<file path="config.mk">
export PLATFORM = sky130hd
export DESIGN_NAME = phy_pm_ctrl
export DESIGN_NICKNAME = d
export VERILOG_FILES = /design/src/rtl/phy_pm_pkg.sv /design/src/rtl/phy_rst_timer.sv /design/src/rtl/phy_pm_port.sv /design/src/rtl/phy_pm_status.sv /design/src/rtl/phy_pm_ctrl.sv
export SDC_FILE = /design/constraint.sdc
export NUM_CORES = 1
export LEC_CHECK = 0
export BUFFER_PORTS_ARGS = -buffer_cell sky130_fd_sc_hd__clkbuf_2
export CAP_MARGIN = 25
export CORE_MARGIN = 5
export CORE_UTILIZATION = 35
export CTS_CLUSTER_DIAMETER = 120
export DETAILED_ROUTE_END_ITERATION = 10
export GPL_TIMING_DRIVEN = 1
export SETUP_SLACK_MARGIN = 0.5
export SLEW_MARGIN = 20
export SYNTH_ARGS = -nofsm -noshare
export SYNTH_HDL_FRONTEND = slang
export SYNTH_SLANG_ARGS = --single-unit
</file>
<file path="constraint.sdc">
create_clock -name clk -period 2.7 [get_ports clk]
set_input_delay 0.54 -clock clk [delete_from_list [all_inputs] [get_ports clk]]
set_output_delay 0.54 -clock clk [all_outputs]
set_load 0.1 [all_outputs]
</file>
<file path="src/rtl/phy_pm_pkg.sv">
package phy_pm_pkg;
    localparam int NUM_PORTS = 2;
    localparam int DATA_W    = 16;
    localparam int ADDR_W    = 3;
    localparam int PORT_W    = (NUM_PORTS > 1) ? $clog2(NUM_PORTS) : 1;

    localparam logic [ADDR_W-1:0] SEL_BASIC  = 3'd0;
    localparam logic [ADDR_W-1:0] SEL_MODE   = 3'd1;
    localparam logic [ADDR_W-1:0] SEL_IRQ    = 3'd2;
    localparam logic [ADDR_W-1:0] SEL_PMCTL  = 3'd3;
    localparam logic [ADDR_W-1:0] SEL_RSTCTL = 3'd4;

    localparam int B_FORCE_OFF = 11;
    localparam int B_ED_ENABLE = 13;
    localparam int B_ENERGY    = 1;
    localparam int B_WAKE      = 7;
    localparam int B_PM_BASE   = 14;
    localparam int B_SWRST_BASE = 1;
endpackage

</file>
<file path="src/rtl/phy_rst_timer.sv">
module phy_rst_timer #(
    parameter int unsigned AUTO_CYC = 16,
    parameter int unsigned SW_CYC   = 10200
) (
    input  logic clk,
    input  logic rst_n,
    input  logic load_auto,
    input  logic load_sw,
    output logic busy,
    output logic sw_busy
);
    localparam int unsigned MAX_CYC = (SW_CYC > AUTO_CYC) ? SW_CYC : AUTO_CYC;
    localparam int CNT_W = $clog2(MAX_CYC + 1);

    typedef struct packed {
        logic [CNT_W-1:0] cnt;
        logic             sw;
    } tmr_t;

    tmr_t tmr_d, tmr_q;

    always_comb begin
        tmr_d = tmr_q;
        if (tmr_q.cnt != '0) begin
            tmr_d.cnt = tmr_q.cnt - 1'b1;
        end
        // an automatic reset never shortens a longer pulse in flight
        if (load_auto && (tmr_q.cnt < CNT_W'(AUTO_CYC))) begin
            tmr_d.cnt = CNT_W'(AUTO_CYC);
        end
        if (tmr_d.cnt == '0) begin
            tmr_d.sw = 1'b0;
        end
        // a software request always restarts the full interval
        if (load_sw) begin
            tmr_d.cnt = CNT_W'(SW_CYC);
            tmr_d.sw  = 1'b1;
        end
        if (!rst_n) begin
            tmr_d = '0;
        end
    end

    always_ff @(posedge clk) begin
        tmr_q <= tmr_d;
    end

    assign busy    = (tmr_q.cnt != '0);
    assign sw_busy = tmr_q.sw;
endmodule

</file>
<file path="src/rtl/phy_pm_port.sv">
module phy_pm_port #(
    parameter int unsigned AUTO_CYC = 16,
    parameter int unsigned SW_CYC   = 10200
) (
    input  logic clk,
    input  logic rst_n,
    input  logic strap_reload,
    input  logic strap_gpd,
    input  logic strap_edpd,
    input  logic energy_det,
    input  logic wr_force,
    input  logic wr_force_val,
    input  logic wr_edmode,
    input  logic wr_edmode_val,
    input  logic wake_clr,
    input  logic swrst_req,
    output logic force_off,
    output logic ed_enable,
    output logic energy_on,
    output logic pwr_en,
    output logic phy_rst,
    output logic wake_flag,
    output logic sw_busy
);
    typedef struct packed {
        logic force_off;
        logic ed_enable;
        logic energy;
        logic pwr;
        logic wake;
    } port_t;

    port_t st_d, st_q;
    logic  power_up_d;
    logic  energy_wake_d;

    always_comb begin
        st_d        = st_q;
        st_d.energy = energy_det;
        if (wr_force) begin
            st_d.force_off = wr_force_val;
        end
        if (wr_edmode) begin
            st_d.ed_enable = wr_edmode_val;
        end
        if (strap_reload) begin
            st_d.force_off = strap_gpd;
            st_d.ed_enable = strap_edpd;
        end
        st_d.pwr = !st_d.force_off && !(st_d.ed_enable && !st_d.energy);

        power_up_d    = st_d.pwr && !st_q.pwr;
        energy_wake_d = power_up_d && st_d.ed_enable && st_d.energy && !st_q.energy;

        if (wake_clr) begin
            st_d.wake = 1'b0;
        end
        if (energy_wake_d) begin
            st_d.wake = 1'b1;
        end

        if (!rst_n) begin
            st_d.force_off = strap_gpd;
            st_d.ed_enable = strap_edpd;
            st_d.energy    = 1'b0;
            st_d.pwr       = 1'b0;
            st_d.wake      = 1'b0;
            power_up_d     = 1'b0;
        end
    end

    always_ff @(posedge clk) begin
        st_q <= st_d;
    end

    phy_rst_timer #(
        .AUTO_CYC (AUTO_CYC),
        .SW_CYC   (SW_CYC)
    ) u_timer (
        .clk       (clk),
        .rst_n     (rst_n),
        .load_auto (power_up_d),
        .load_sw   (swrst_req && rst_n),
        .busy      (phy_rst),
        .sw_busy   (sw_busy)
    );

    assign force_off = st_q.force_off;
    assign ed_enable = st_q.ed_enable;
    assign energy_on = st_q.energy;
    assign pwr_en    = st_q.pwr;
    assign wake_flag = st_q.wake;
endmodule

</file>
<file path="src/rtl/phy_pm_status.sv">
module phy_pm_status
    import phy_pm_pkg::*;
(
    input  logic [NUM_PORTS-1:0] force_off,
    input  logic [NUM_PORTS-1:0] ed_enable,
    input  logic [NUM_PORTS-1:0] energy_on,
    input  logic [NUM_PORTS-1:0] wake_flag,
    input  logic [NUM_PORTS-1:0] sw_busy,
    input  logic [NUM_PORTS-1:0] pm_en,
    input  logic [ADDR_W-1:0]    rd_addr,
    input  logic [PORT_W-1:0]    rd_port,
    output logic [DATA_W-1:0]    rd_data,
    output logic                 pme_out
);
    logic [NUM_PORTS-1:0] pme_term;

    for (genvar p = 0; p < NUM_PORTS; p++) begin : g_pme
        assign pme_term[p] = wake_flag[p] && ed_enable[p] && pm_en[p];
    end

    assign pme_out = |pme_term;

    always_comb begin
        rd_data = '0;
        unique case (rd_addr)
            SEL_BASIC: rd_data[B_FORCE_OFF] = force_off[rd_port];
            SEL_MODE: begin
                rd_data[B_ED_ENABLE] = ed_enable[rd_port];
                rd_data[B_ENERGY]    = energy_on[rd_port];
            end
            SEL_IRQ:   rd_data[B_WAKE] = wake_flag[rd_port];
            SEL_PMCTL: rd_data[B_PM_BASE +: NUM_PORTS] = pm_en;
            SEL_RSTCTL: rd_data[B_SWRST_BASE +: NUM_PORTS] = sw_busy;
            default: rd_data = '0;
        endcase
    end
endmodule

</file>
<file path="src/rtl/phy_pm_ctrl.sv">
module phy_pm_ctrl
    import phy_pm_pkg::*;
#(
    parameter int unsigned CLK_MHZ         = 100,
    parameter int unsigned AUTO_RST_CYCLES = 16
) (
    input  logic                 clk,
    input  logic                 rst_n,
    input  logic                 strap_reload,
    input  logic [1:0]           strap_gpd,
    input  logic [1:0]           strap_edpd,
    input  logic [1:0]           energy_det,
    input  logic                 cfg_we,
    input  logic [2:0]           cfg_addr,
    input  logic                 cfg_port,
    input  logic [15:0]          cfg_wdata,
    input  logic [2:0]           rd_addr,
    input  logic                 rd_port,
    output logic [15:0]          rd_data,
    output logic [1:0]           phy_pwr_en,
    output logic [1:0]           phy_rst,
    output logic [1:0]           energy_on,
    output logic [1:0]           wake_irq,
    output logic                 pme_out
);
    localparam int unsigned SW_RST_CYCLES = CLK_MHZ * 102;

    typedef struct packed {
        logic [NUM_PORTS-1:0] pm_en;
    } top_t;

    top_t top_d, top_q;

    logic [NUM_PORTS-1:0] wr_force, wr_edmode, wake_clr, swrst_req;
    logic [NUM_PORTS-1:0] force_off, ed_enable, sw_busy;

    always_comb begin
        top_d = top_q;
        for (int p = 0; p < NUM_PORTS; p++) begin
            wr_force[p]  = cfg_we && (cfg_addr == SEL_BASIC) && (cfg_port == PORT_W'(p));
            wr_edmode[p] = cfg_we && (cfg_addr == SEL_MODE)  && (cfg_port == PORT_W'(p));
            wake_clr[p]  = cfg_we && (cfg_addr == SEL_IRQ)   && (cfg_port == PORT_W'(p))
                           && cfg_wdata[B_WAKE];
            swrst_req[p] = cfg_we && (cfg_addr == SEL_RSTCTL) && cfg_wdata[B_SWRST_BASE + p];
        end
        if (cfg_we && (cfg_addr == SEL_PMCTL)) begin
            top_d.pm_en = cfg_wdata[B_PM_BASE +: NUM_PORTS];
        end
        if (!rst_n) begin
            top_d = '0;
        end
    end

    always_ff @(posedge clk) begin
        top_q <= top_d;
    end

    for (genvar p = 0; p < NUM_PORTS; p++) begin : g_port
        phy_pm_port #(
            .AUTO_CYC (AUTO_RST_CYCLES),
            .SW_CYC   (SW_RST_CYCLES)
        ) u_port (
            .clk           (clk),
            .rst_n         (rst_n),
            .strap_reload  (strap_reload),
            .strap_gpd     (strap_gpd[p]),
            .strap_edpd    (strap_edpd[p]),
            .energy_det    (energy_det[p]),
            .wr_force      (wr_force[p]),
            .wr_force_val  (cfg_wdata[B_FORCE_OFF]),
            .wr_edmode     (wr_edmode[p]),
            .wr_edmode_val (cfg_wdata[B_ED_ENABLE]),
            .wake_clr      (wake_clr[p]),
            .swrst_req     (swrst_req[p]),
            .force_off     (force_off[p]),
            .ed_enable     (ed_enable[p]),
            .energy_on     (energy_on[p]),
            .pwr_en        (phy_pwr_en[p]),
            .phy_rst       (phy_rst[p]),
            .wake_flag     (wake_irq[p]),
            .sw_busy       (sw_busy[p])
        );
    end

    phy_pm_status u_status (
        .force_off (force_off),
        .ed_enable (ed_enable),
        .energy_on (energy_on),
        .wake_flag (wake_irq),
        .sw_busy   (sw_busy),
        .pm_en     (top_q.pm_en),
        .rd_addr   (rd_addr),
        .rd_port   (rd_port),
        .rd_data   (rd_data),
        .pme_out   (pme_out)
    );
endmodule

</file>
==> results.yml <==
clocking:
  clockBufferDepth: 2
  cts_tree: "done"
  cts-root-buf: "clkbuf_8"
  clock_sinks: 42
  postCtsHoldBufs: 0
  htree_levels: 2
  insertion_delay_ps: 300
  cts_buffers: 5
  clkTransAtPathRegs_ps: 90
critical_path:
  cp-end-kind: "output pin"
  reg2reg_from: "g_port[1].u_port.u_timer.tmr_q[2]"
  crit_fanout: 3
  cpMaxStageDelayCell: "or4b_4"
  reg2reg_depth: 12
  crit_family: "simple AND/OR/NAND/NOR gates"
  r2r_end: "g_port[1].u_port.u_timer.tmr_q[10]"
  cp_common_cell: "inv_4"
  cp_slowest_stage_delay_ps: 490
  cp_num_buf_inv: 3
  critPathRequiredTime_ps: 2160
  cp.arrival_ps: 1810
  reg2reg_slack_ps: 420
  crit_chain: "inv_4, ha_4, or4b_4, nor4_4, inv_4, buf_12"
  critical_path_class: "reg -> out"
  critical_path.startpoint_type: "register"
hold_path:
  min-delay-start: "strap_gpd[0]"
  hold_path_class: "in -> reg"
  hold_end: "g_port[0].u_port.force_off"
  min_path_cells: 2
status:
  status: "complete, no violations"
synthesis:
  synth_edf_count: 0
  synthFlopType: "dfxtp_1"
  synth_top_area_share_pct: 28.9
  ys_types: 64
  synth.top_cells.by_count: "dfxtp_1, nor2_1, o21ai_0"
  syn_inst: 360
  synth_top_cells_by_area: "dfxtp_1, buf_4, mux2i_1, o21ai_0, nor2_1"
  synth_top_area_cell: "dfxtp_1"
  ys_async_sr_fraction_pct: 0
  yosysMostFrequentCell: "dfxtp_1"
  synth_area_um2: 2910
  synth_area_per_cell_um2: 8.07
  ys_seq_area_share_pct: 28.9
  ys_seq_elements: 42
  ys.warnings.count: 0
detailed_routing:
  drc: 0
  drt-initial-drc-count: 124
  wl_per_cell_um: 14.9
  totalWireLength_um: 7730
  dr.pass1.iters: 6
  vias: 2770
  ant_nets: 0
  vias_per_cell: 5.35
floorplan:
  num_rows: 33
  core_area_um2: 8130
  die_w_um: 101
  initial_core_util_pct: 35.7
  die_area_um2: 10200
  fp.dieH_um: 101
  io_pins: 59
pwr:
  power_frac_seq_pct: 25.0
  p_int_w: 0.00228
  leakage_nw: 1.52
  p_clk_share_pct: 12.2
  power_frac_comb_pct: 62.8
  vdd_drop_max_uv: 654
  p_sw_w: 0.00195
  swShare_pct: 46.1
  power_density_nw_per_um2: 1130
grt:
  grt_pass1_wl_um: 12600
  grt_overflow: 0
  track_usage_pct: 14.9
  antenna_found_initial: 0
  grt_max_degree: 33
  grt_pass1_vias: 2647
place:
  dp_cells: 490
  port_buffers: 40
  dp_hpwl_um: 5450
  gp_congestion: 0.896
layout:
  fill_cells: 775
  diodes: 0
  final_cells: 518
  drive_above_1_share_pct: 32.9
  area_delta_synth_final_pct: 28.9
  fin_nets: 450
timing:
  whs_ps: 463
  hold_viol_final: 0
  max_clock_freq_mhz: 425
  fin_tns_setup_ps: 0
  setup_viol: 0
  rsz0062_at_grt: "yes"
  slew_headroom_pct: 57.1
  min_period_ps: 2350
  timing.final.crit_share_pct: 87.1
  skew_ps: 10.6
  tightest_slew_ps: 638
  report.final.slew_viol_count: 0
flow_run:
  maxCapViolations: 0
[per-stage QoR]
| step | setup WS (ps) | total power (W) | area, µm² | util [%] |
|---|---|---|---|---|
| after floorplan | 210 | 0.00275 | 3030 | - |
| after global placement | 233 | 0.00315 | 3230 | 39.8 |
| after detailed placement | 207 | 0.00317 | 3230 | 39.8 |
| after CTS | 359 | 0.00394 | 3510 | 43.2 |
| after global routing | 284 | 0.00456 | 3750 | 46.1 |
| final | 348 | 0.00424 | 3750 | 46.1 |
[layer usage]
layer / vias up / track usage [%] / part of all wire, %
met5: - / 0 / 0
li1: 1397 / - / -
met1: 1315 / 20.7 / 48
met3: 5 / 2.63 / 4.4
met2: 53 / 24.1 / 47
met4: 0 / 3.68 / 0.52
[flip-flops by register name, indices dropped and copies added, names as in the netlist]
signal                         flops
g_port.u_port.energy_on            2
top_q                              2
g_port.u_port.wake_flag            2
g_port.u_port.u_timer.sw_busy      2
g_port.u_port.pwr_en               2
g_port.u_port.ed_enable            2
g_port.u_port.u_timer.tmr_q       28
g_port.u_port.force_off            2
[layout make-up]
type	count	area, µm²	area share, %
Clock buffer	5	68.8	1.84
Clock inverter	3	43.8	1.17
Tap cell	105	131	3.51
Inverter	12	55.1	1.47
Sequential cell	42	866	23.1
Multi-Input combinational cell	279	2080	55.6
Timing Repair Buffer	72	497	13.3
[worst max path at each step]
stage / from / cells after the start / endpoint / slack (ps)
global route: g_port[1].u_port.u_timer.tmr_q[2] / 6 / phy_rst[1] / 280
detailed placement: cfg_addr[0] / 8 / g_port[0].u_port.u_timer.tmr_q[10] / 210
CTS: g_port[1].u_port.u_timer.tmr_q[2] / 6 / phy_rst[1] / 360
floorplan: rd_addr[0] / 2 / rd_data[13] / 210
finish: g_port[1].u_port.u_timer.tmr_q[2] / 6 / phy_rst[1] / 350
global placement: cfg_addr[0] / 8 / g_port[0].u_port.u_timer.tmr_q[10] / 230
[what timing repair did]
item	4_1_cts	5_1_grt
setup buffers	9	10
cloned	0	1
setup endpoints to repair	16	31
hold endpoints to repair	0	0
pin swaps	6	24
gates resized for setup	26	45
[cells in the final DEF (no fill, tap or decap), types with 6 or more instances in the layout]
master    count
clkbuf_2     32
inv_1         7
o21ai_1       6
o21ai_0      20
nor2b_1       8
xor2_1        6
nor2_1       29
and2_1       17
conb_1        9
nor3_1       13
dfxtp_4       6
nor4_4        6
dfxtp_1      34
nand2_1      20
nand3_1       9
buf_4        29
clkbuf_8      6
nand2b_1      6
nand4_1       8
a21oi_1      10
mux2i_1      13
[power by group through the flow]
stage | clock network [W] | logic, W | registers, W
floorplan | 0 | 0.00184 | 0.000920
global placement | 0 | 0.00213 | 0.00103
detailed placement | 0 | 0.00213 | 0.00103
CTS | 0.000536 | 0.00238 | 0.00102
global route | 0.000564 | 0.00290 | 0.00109
finish | 0.000517 | 0.00266 | 0.00106
[logic make-up (layout without fill, tap and decap cells)]
family                     count (synthesis)  after routing  synth area share [%]
AOI/OAI and AO/OA                         72             72                  16.4
xor gates and xnor gates                  10             10                  3.01
adders and majority gates                  4              4                  1.72
buffers and inverters                     47             92                  9.17
DFF                                       42             42                  28.9
muxes                                     15             15                  5.25
other                                      1              9                 0.129
and+or+nand+nor                          169            169                  35.4
(Power assumes the default switching activity.)
